`src/rtl/snoop_pkg.sv`:
```
package snoop_pkg;
  typedef enum logic [1:0] {
    SNP_CLEAN    = 2'b00,
    SNP_MODIFIED = 2'b01,
    SNP_SHARED   = 2'b10,
    SNP_STALL    = 2'b11
  } snoopCode_e;

  typedef struct packed {
    logic capture;     // register the bus lines this cycle
    logic forceClean;  // answer a non-memory transaction
  } snoopCtl_t;
endpackage

```
`src/rtl/snoop_dpath.sv`:
```
module snoop_dpath
  import snoop_pkg::*;
(
  input  logic       clk,
  input  logic       rstN,
  input  snoopCtl_t  ctl,
  input  logic       hitIn,
  input  logic       hitmIn,
  input  logic       deferIn,
  output logic       sampValid,
  output logic       sampStall,
  output logic       resultValid,
  output logic [1:0] resultCode,
  output logic       dataFromOwner,
  output logic       grantExclusive,
  output logic       deferred
);
  localparam int LINES = 3;

  logic [LINES-1:0] busIn;
  logic [LINES-1:0] sampReg;
  logic             forceValid;
  snoopCode_e       sampCode;
  logic             memResult;

  assign busIn = {deferIn, hitIn, hitmIn};

  for (genvar i = 0; i < LINES; i++) begin : g_samp
    always_ff @(posedge clk) begin
      if (!rstN)            sampReg[i] <= 1'b0;
      else if (ctl.capture) sampReg[i] <= busIn[i];
    end
  end

  always_ff @(posedge clk) begin
    if (!rstN) begin
      sampValid  <= 1'b0;
      forceValid <= 1'b0;
    end else begin
      sampValid  <= ctl.capture;
      forceValid <= ctl.forceClean;
    end
  end

  assign sampCode  = snoopCode_e'(sampReg[1:0]);
  assign sampStall = (sampCode == SNP_STALL);
  assign memResult = sampValid && !sampStall;

  always_comb begin
    resultValid    = memResult || forceValid;
    resultCode     = memResult ? sampCode : SNP_CLEAN;
    dataFromOwner  = memResult && (sampCode == SNP_MODIFIED);
    grantExclusive = memResult && (sampCode == SNP_CLEAN);
    deferred       = memResult && sampReg[2];
  end

  p_owner_modified_r4: assert property (@(posedge clk) disable iff (!rstN)
    dataFromOwner |-> (resultValid && resultCode == SNP_MODIFIED));
  p_excl_clean_r5: assert property (@(posedge clk) disable iff (!rstN)
    grantExclusive |-> (resultValid && resultCode == SNP_CLEAN));
  p_no_stall_out_r7: assert property (@(posedge clk) disable iff (!rstN)
    resultValid |-> (resultCode != SNP_STALL));
endmodule

```
`src/rtl/snoop_ctrl.sv`:
```
module snoop_ctrl
  import snoop_pkg::*;
#(
  parameter int STALL_LIMIT = 16
) (
  input  logic      clk,
  input  logic      rstN,
  input  logic      txnStart,
  input  logic      txnIsMem,
  input  logic      addrErr,
  input  logic      snoopStrobe,
  input  logic      sampValid,
  input  logic      sampStall,
  output snoopCtl_t ctl,
  output logic      stallTimeout
);
  localparam int CNT_W = $clog2(STALL_LIMIT + 1);

  typedef enum logic {ST_IDLE, ST_WAIT} state_e;
  state_e           state, stateNxt;
  logic [CNT_W-1:0] stallCnt;
  logic             resultDone, finish, stallSeen;

  assign resultDone = (state == ST_WAIT) && sampValid && !sampStall;
  assign finish     = (state == ST_WAIT) && (addrErr || resultDone);
  assign stallSeen  = (state == ST_WAIT) && sampValid && sampStall;

  always_comb begin
    ctl.capture    = (state == ST_WAIT) && snoopStrobe && !addrErr && !resultDone;
    ctl.forceClean = (state == ST_IDLE) && txnStart && !txnIsMem;
    stateNxt       = state;
    case (state)
      ST_IDLE: if (txnStart && txnIsMem) stateNxt = ST_WAIT;
      ST_WAIT: if (finish)               stateNxt = ST_IDLE;
      default: stateNxt = ST_IDLE;
    endcase
  end

  always_ff @(posedge clk) begin
    if (!rstN) begin
      state        <= ST_IDLE;
      stallCnt     <= '0;
      stallTimeout <= 1'b0;
    end else begin
      state <= stateNxt;
      if (state == ST_IDLE || finish) begin
        stallCnt     <= '0;
        stallTimeout <= 1'b0;
      end else if (stallSeen) begin
        if (stallCnt != CNT_W'(STALL_LIMIT)) stallCnt <= stallCnt + 1'b1;
        if (stallCnt == CNT_W'(STALL_LIMIT - 1)) stallTimeout <= 1'b1;
      end
    end
  end

  p_timeout_after_stall_r8: assert property (@(posedge clk) disable iff (!rstN)
    $rose(stallTimeout) |-> $past(sampStall && sampValid));
  p_idle_no_capture_r11: assert property (@(posedge clk) disable iff (!rstN)
    (state == ST_IDLE) |-> !ctl.capture);
endmodule

```
`src/rtl/snoop_resolver.sv`:
```
module snoop_resolver
  import snoop_pkg::*;
#(
  parameter int STALL_LIMIT = 16
) (
  input  logic       clk,
  input  logic       rstN,
  input  logic       txnStart,
  input  logic       txnIsMem,
  input  logic       addrErr,
  input  logic       snoopStrobe,
  input  logic       hitIn,
  input  logic       hitmIn,
  input  logic       deferIn,
  output logic       resultValid,
  output logic [1:0] resultCode,
  output logic       dataFromOwner,
  output logic       grantExclusive,
  output logic       deferred,
  output logic       stallTimeout
);
  snoopCtl_t ctl;
  logic      sampValid, sampStall;

  snoop_ctrl #(.STALL_LIMIT(STALL_LIMIT)) u_ctrl (
    .clk(clk), .rstN(rstN), .txnStart(txnStart), .txnIsMem(txnIsMem),
    .addrErr(addrErr), .snoopStrobe(snoopStrobe), .sampValid(sampValid),
    .sampStall(sampStall), .ctl(ctl), .stallTimeout(stallTimeout)
  );

  snoop_dpath u_dpath (
    .clk(clk), .rstN(rstN), .ctl(ctl), .hitIn(hitIn), .hitmIn(hitmIn),
    .deferIn(deferIn), .sampValid(sampValid), .sampStall(sampStall),
    .resultValid(resultValid), .resultCode(resultCode),
    .dataFromOwner(dataFromOwner), .grantExclusive(grantExclusive),
    .deferred(deferred)
  );

  p_strobe_before_code_r3: assert property (@(posedge clk) disable iff (!rstN)
    (resultValid && resultCode != SNP_CLEAN) |-> $past(snoopStrobe));
  p_quiet_outputs_r3: assert property (@(posedge clk) disable iff (!rstN)
    !resultValid |-> !(dataFromOwner || grantExclusive || deferred));
endmodule

```
`config.mk`:
```
export PLATFORM = sky130hd
export DESIGN_NAME = snoop_resolver
export DESIGN_NICKNAME = d
export VERILOG_FILES = /design/src/rtl/snoop_pkg.sv /design/src/rtl/snoop_dpath.sv /design/src/rtl/snoop_ctrl.sv /design/src/rtl/snoop_resolver.sv
export SDC_FILE = /design/constraint.sdc
export NUM_CORES = 1
export LEC_CHECK = 0
export ABC_AREA = 1
export BUFFER_PORTS_ARGS = -buffer_cell sky130_fd_sc_hd__buf_2
export CAP_MARGIN = 20
export CORE_MARGIN = 5
export CORE_UTILIZATION = 45
export DETAILED_ROUTE_END_ITERATION = 10
export PLACE_DENSITY = 0.72
export SLEW_MARGIN = 40
export SYNTH_ARGS = -nofsm -noshare
export SYNTH_HDL_FRONTEND = slang
export SYNTH_HIERARCHICAL = 1
export SYNTH_SLANG_ARGS = --single-unit
```
`constraint.sdc`:
```
create_clock -name clk -period 1.4 [get_ports clk]
set_clock_uncertainty 0.1 [all_clocks]
set_input_delay 0.21 -clock clk [delete_from_list [all_inputs] [get_ports clk]]
set_output_delay 0.21 -clock clk [all_outputs]
set_load 0.01 [all_outputs]
```
### Word-level counts from Yosys, hierarchy flattened

Index checks and enable logic that the tools add are counted.

* flip-flop bits (word level): 12
* input port bits: 9
* output and inout port bits: 7
* logic and storage cells: 44

* $add $sub $neg: 1
* equality and inequality tests: 4
* mux-type cells: 4
* bitwise gates (word level): 2
* reductions and logical operators: 25

Operators by type and width (number)
* 1-bit logical AND: 14
* 5-bit by 1-bit adder with 5-bit output, second input constant: 1
* 5-bit by 4-bit equality test with 1-bit output, second input constant: 1
* 5-bit inequality test, second input constant: 1
* 1-bit logical NOT: 4
* 2-bit AND reduction: 2
* 1-bit logical OR: 3
* 2-bit by 1-bit equality test with 1-bit output, second input constant: 1
* 2-bit equality test, second input constant: 1
* 2-bit logical NOT: 1
* 1-bit 2-to-1 mux: 2
* 2-bit 2-to-1 mux: 1
* 1-bit NOT: 2
* 1-bit one-hot mux with 2 select lines: 1
* 2-bit OR reduction: 1

### Longest topological paths before layout

* depth in word-level cells: 7
* gate-level depth with buffers: 9
* mapped depth without buffers: 9

### Modules after synthesis

Netlist, hierarchy kept.

By module, submodules not included
* snoop_ctrl: times used 1, cells an instance 63, area each 424.2 um^2, sequential area each 140.1 um^2
* snoop_dpath: times used 1, cells an instance 38, area each 227.7 um^2, sequential area each 100.1 um^2

### Worst setup path before layout

OpenSTA, ideal clock, no wires.

* kind: register to register
* from: register u_dpath.sampReg[1], in the netlist u_dpath/sampCode[1]
* to: register u_dpath.sampReg[2]
* library setup time: 113 ps
* arrival: 1090 ps
* required time: 1187 ps
* setup slack: 97 ps
* stages on the path, launching flop included: 10
* path buffers: 0
* period minus slack after synthesis: 1303 ps
* cell sequence: dfxtp_1 -> nand2_1 -> inv_1 -> inv_1 -> nand2_2 -> nand3_1 -> nor2_1 -> nand2_1 -> nand2_1 -> nor2_1

RTL lines
* from (decl): RTL line snoop_dpath.sv:21 `logic [LINES-1:0] sampReg;`
* from (signal, indexed assignment): RTL line snoop_dpath.sv:31 `else if (ctl.capture) sampReg[i] <= busIn[i];`

### Worst setup path in the final report

* from: register u_ctrl.stallCnt[0]
* to: register u_ctrl.stallCnt[4]

* word-level cells in the longest chain between the ends: 2
* elaborated cells on any way between the ends: 3
* classes of those cells: 1 x add/sub; 1 x eq/ne; 1 x reduce/logical

Ends and longest elaborated chain
* from (decl): RTL line snoop_ctrl.sv:21 `logic [CNT_W-1:0] stallCnt;`
* from (signal assigned): RTL line snoop_ctrl.sv:50 `if (stallCnt != CNT_W'(STALL_LIMIT)) stallCnt <= stallCnt + 1'b1;`
* branches (longest 2 deep; another with 5-bit by 1-bit adder with 5-bit output)

Several ways; the timed one is not identified.
A chain may end at the register's enable or synchronous reset.

==> flow_summary.json <==
{
  "critPathArrivalTime_ns": 1.42,
  "critPathLaunchType": "register",
  "drt-met1-wl_um": 600,
  "critical_path.max_stage_delay_ns": 0.37,
  "critical_path_class": "register to register",
  "dr.max_layer_used": "met4",
  "largest_family_of_logic_cells_by_synthesized_area": "simple AND/OR/NAND/NOR gates",
  "vertical_die_dimension_um": 48.06,
  "detail_route.vias_per_cell": 4.507,
  "critical_path.reg2reg.startpoint": "u_ctrl/stallCnt[0]",
  "layout_min_cycle_time_ns": 1.314,
  "largest_net_degree_at_the_start_of_global_routing": 8,
  "drv.max_cap_violation_count": 0,
  "min_from": "txnIsMem",
  "worst_path_max_delay_cell": "dfxtp_4",
  "synth_largest_type_area_fraction_pct": 36.85,
  "synthAdderAreaFrac_pct": 5.758,
  "yosysWarnings": 6,
  "first_global_vias": 561,
  "crit_required_ns": 1.51,
  "clock-sinks": 12,
  "power.static_leakage_uw": 0.0004411,
  "cts.htree.levels": 1,
  "crit_path_start": "u_ctrl/stallCnt[0]",
  "dieWidth_um": 48.06,
  "clk_transition_reported_paths_ns": 0.08,
  "detailroute.wirelength.met2_um": 564,
  "place.port_buffers": 15,
  "postLayoutSetupSlackWorst_ns": 0.08567,
  "design.core.area_um2": 1334,
  "synthesis.nets": 113,
  "antenna_violating_nets_post_route": 0,
  "drc": 0,
  "crit_path_end_kind": "register",
  "hold_path_class": "input pin to register",
  "max-vdd-ir-drop_mv": 0.8033,
  "die_area_um2": 2310,
  "layout.cells.most_common_list": "inv_1, nand2_1, nor2_1",
  "via_count": 631,
  "synth-seq-area-share_pct": 36.85,
  "post_layout_nonfiller_instances": 140,
  "grt_antenna_before_repair": 0,
  "num_antenna_cells": 0,
  "peak_freq_ghz": 0.7608,
  "cp.buffers_inverters": 2,
  "post_route_cells_drive_above_1_share_pct": 32.80,
  "insertion_delay_ns": 0.27,
  "grt_remaining_overflow": 0,
  "ys_seq_elements": 12,
  "synthXorXnorAreaFrac_pct": 0,
  "place_ws_ns": 0.04185,
  "detailed_route_iter0_violations": 12,
  "yosysTopAreaCell": "dfxtp_1",
  "cp_top_family": "adder cells",
  "cts-hold-fix-buffers": 0,
  "design.final.nets": 138,
  "initial_core_util_pct": 48.87,
  "cell_area_after_technology_mapping_um2": 651.9,
  "tritonroute_pass_1_iters": 4,
  "fin_crit_sh_pct": 93.88,
  "post-dp-hpwl_um": 994.7,
  "crit_path_cell_trace": "ha_2, inv_1, nor3_1, ha_1, inv_1, nor2_1, nor2_1",
  "outcome": "completed",
  "grt_pass1_wl_um": 2235,
  "complex_gate_fraction_of_the_synthesized_area_pct": 7.294,
  "design_area_um2": 837.1,
  "pin_count": 16,
  "numPlacedInstances": 135,
  "synth_simple_gate_area_share_pct": 36.28,
  "ys_top_cells_by_area": "dfxtp_1, inv_1, nand2_1",
  "drt_wl_total_um": 1238,
  "p_per_area_nw_per_um2": 787.6,
  "yosys.cell_types.count": 17,
  "maxSlewHeadroom_pct": 89.04,
  "std_cell_rows": 13,
  "syn_inst": 101,
  "timing_hold_violations_final": 0,
  "areaGrowthSynthToFinish_pct": 28.41,
  "clockBufferDepth": 2,
  "worst_pin_slew_ns": 0.1632,
  "place_area_um2": 775.7,
  "wl_per_cell_um": 8.843,
  "report.final.slew_viol_count": 0,
  "setup-violations-final": 0,
  "r2r_slack_ns": 0.09,
  "grt.total_usage_pct": 14.18,
  "synth.mux.area_fraction_pct": 0,
  "final_util_pct": 62.76,
  "synth.avg_cell_area_um2": 6.454,
  "critPathMaxFanout": 5,
  "numCtsBuffers": 3,
  "clock-root-buffer": "clkbuf_4",
  "gp_congestion": 0.7397,
  "cts_tree": "done",
  "fin_total_pwr_uw": 659.3,
  "met3RoutedLength_um": 63
}
==> sequential cells by signal (all words and copies together) (netlist names) <==
register             cells
u_dpath/sampValid        1
u_ctrl/stallTimeout      1
u_ctrl/state             1
u_dpath/forceValid       1
u_dpath/sampCode         2
u_dpath/sampReg          1
u_ctrl/stallCnt          5
==> final cells by class <==
cell class	instances	area, um^2
Clock buffer	4	36.28
Fill cell	139	496.7
Inverter	24	90.09
Multi-Input combinational cell	65	329.1
Sequential cell	12	250.2
Tap cell	15	18.77
Timing Repair Buffer	20	112.6
==> worst reg2reg max path, delay by kind of cell (launching register included) <==
kind / cells / cell delay, ns
adder cells (fa/ha/maj): 2 / 0.42
flip-flops: 1 / 0.37
AND/OR/NAND/NOR: 3 / 0.27
buffers and inverters: 2 / 0.10
==> metal layers <==
metal / track usage, % / vias to the layer above
met1: 17.63 / 268
met2: 22.16 / 11
li1: - / 350
met5: 0 / -
met3: 6.767 / 2
met4: 3.226 / 0
==> path summary, 6_finish.rpt <==
check | endpoint | depth (start not counted)
min | u_dpath/forceValid | 4
min reg2reg | u_ctrl/stallTimeout | 2
max reg2reg | u_ctrl/stallCnt[4] | 7
max | u_ctrl/stallCnt[4] | 7
==> power breakdown <==
| group | internal, uW | switching, uW |
|---|---|---|
| sequential | 343 | 4.69 |
| combinational | 21.2 | 22.5 |
| clock | 158 | 110 |
| total | 522 | 137 |
==> synthesized netlist by cell type <==
cell type,count
nand2_2,3
nand3_1,4
nand2_1,23
nand4_2,1
nor3_1,1
inv_1,23
inv_2,1
ha_1,3
dfxtp_1,12
nand4_1,1
o21ai_1,2
o21ai_0,2
nor2_1,19
nand3_2,1
nor2_2,1
a21oi_2,2
a21oi_1,2
==> cells by family after synthesis <==
| group | count (synthesis) |
|---|---|
| AND/OR/NAND/NOR | 54 |
| buffers and inverters | 24 |
| flip-flops | 12 |
| AO/OA/AOI/OAI | 8 |
| adder cells (fa/ha/maj) | 3 |
==> what timing repair did <==
item / 4_1_cts / 5_1_grt
setup buffers: 0 / 1
hold endpoints to repair: 0 / 0
resized for setup: 0 / 10
endpoints found under the setup margin: 0 / 11
==> per-stage QoR <==
stage,setup TNS (ns),hold WS (ns)
floorplan,0,0.2035
global placement,0,0.3466
detailed placement,0,0.3535
CTS,0,0.07776
global route,-0.01234,0.09570
finish,0,0.08693
Note: power is estimated with default switching activity, not from simulation.
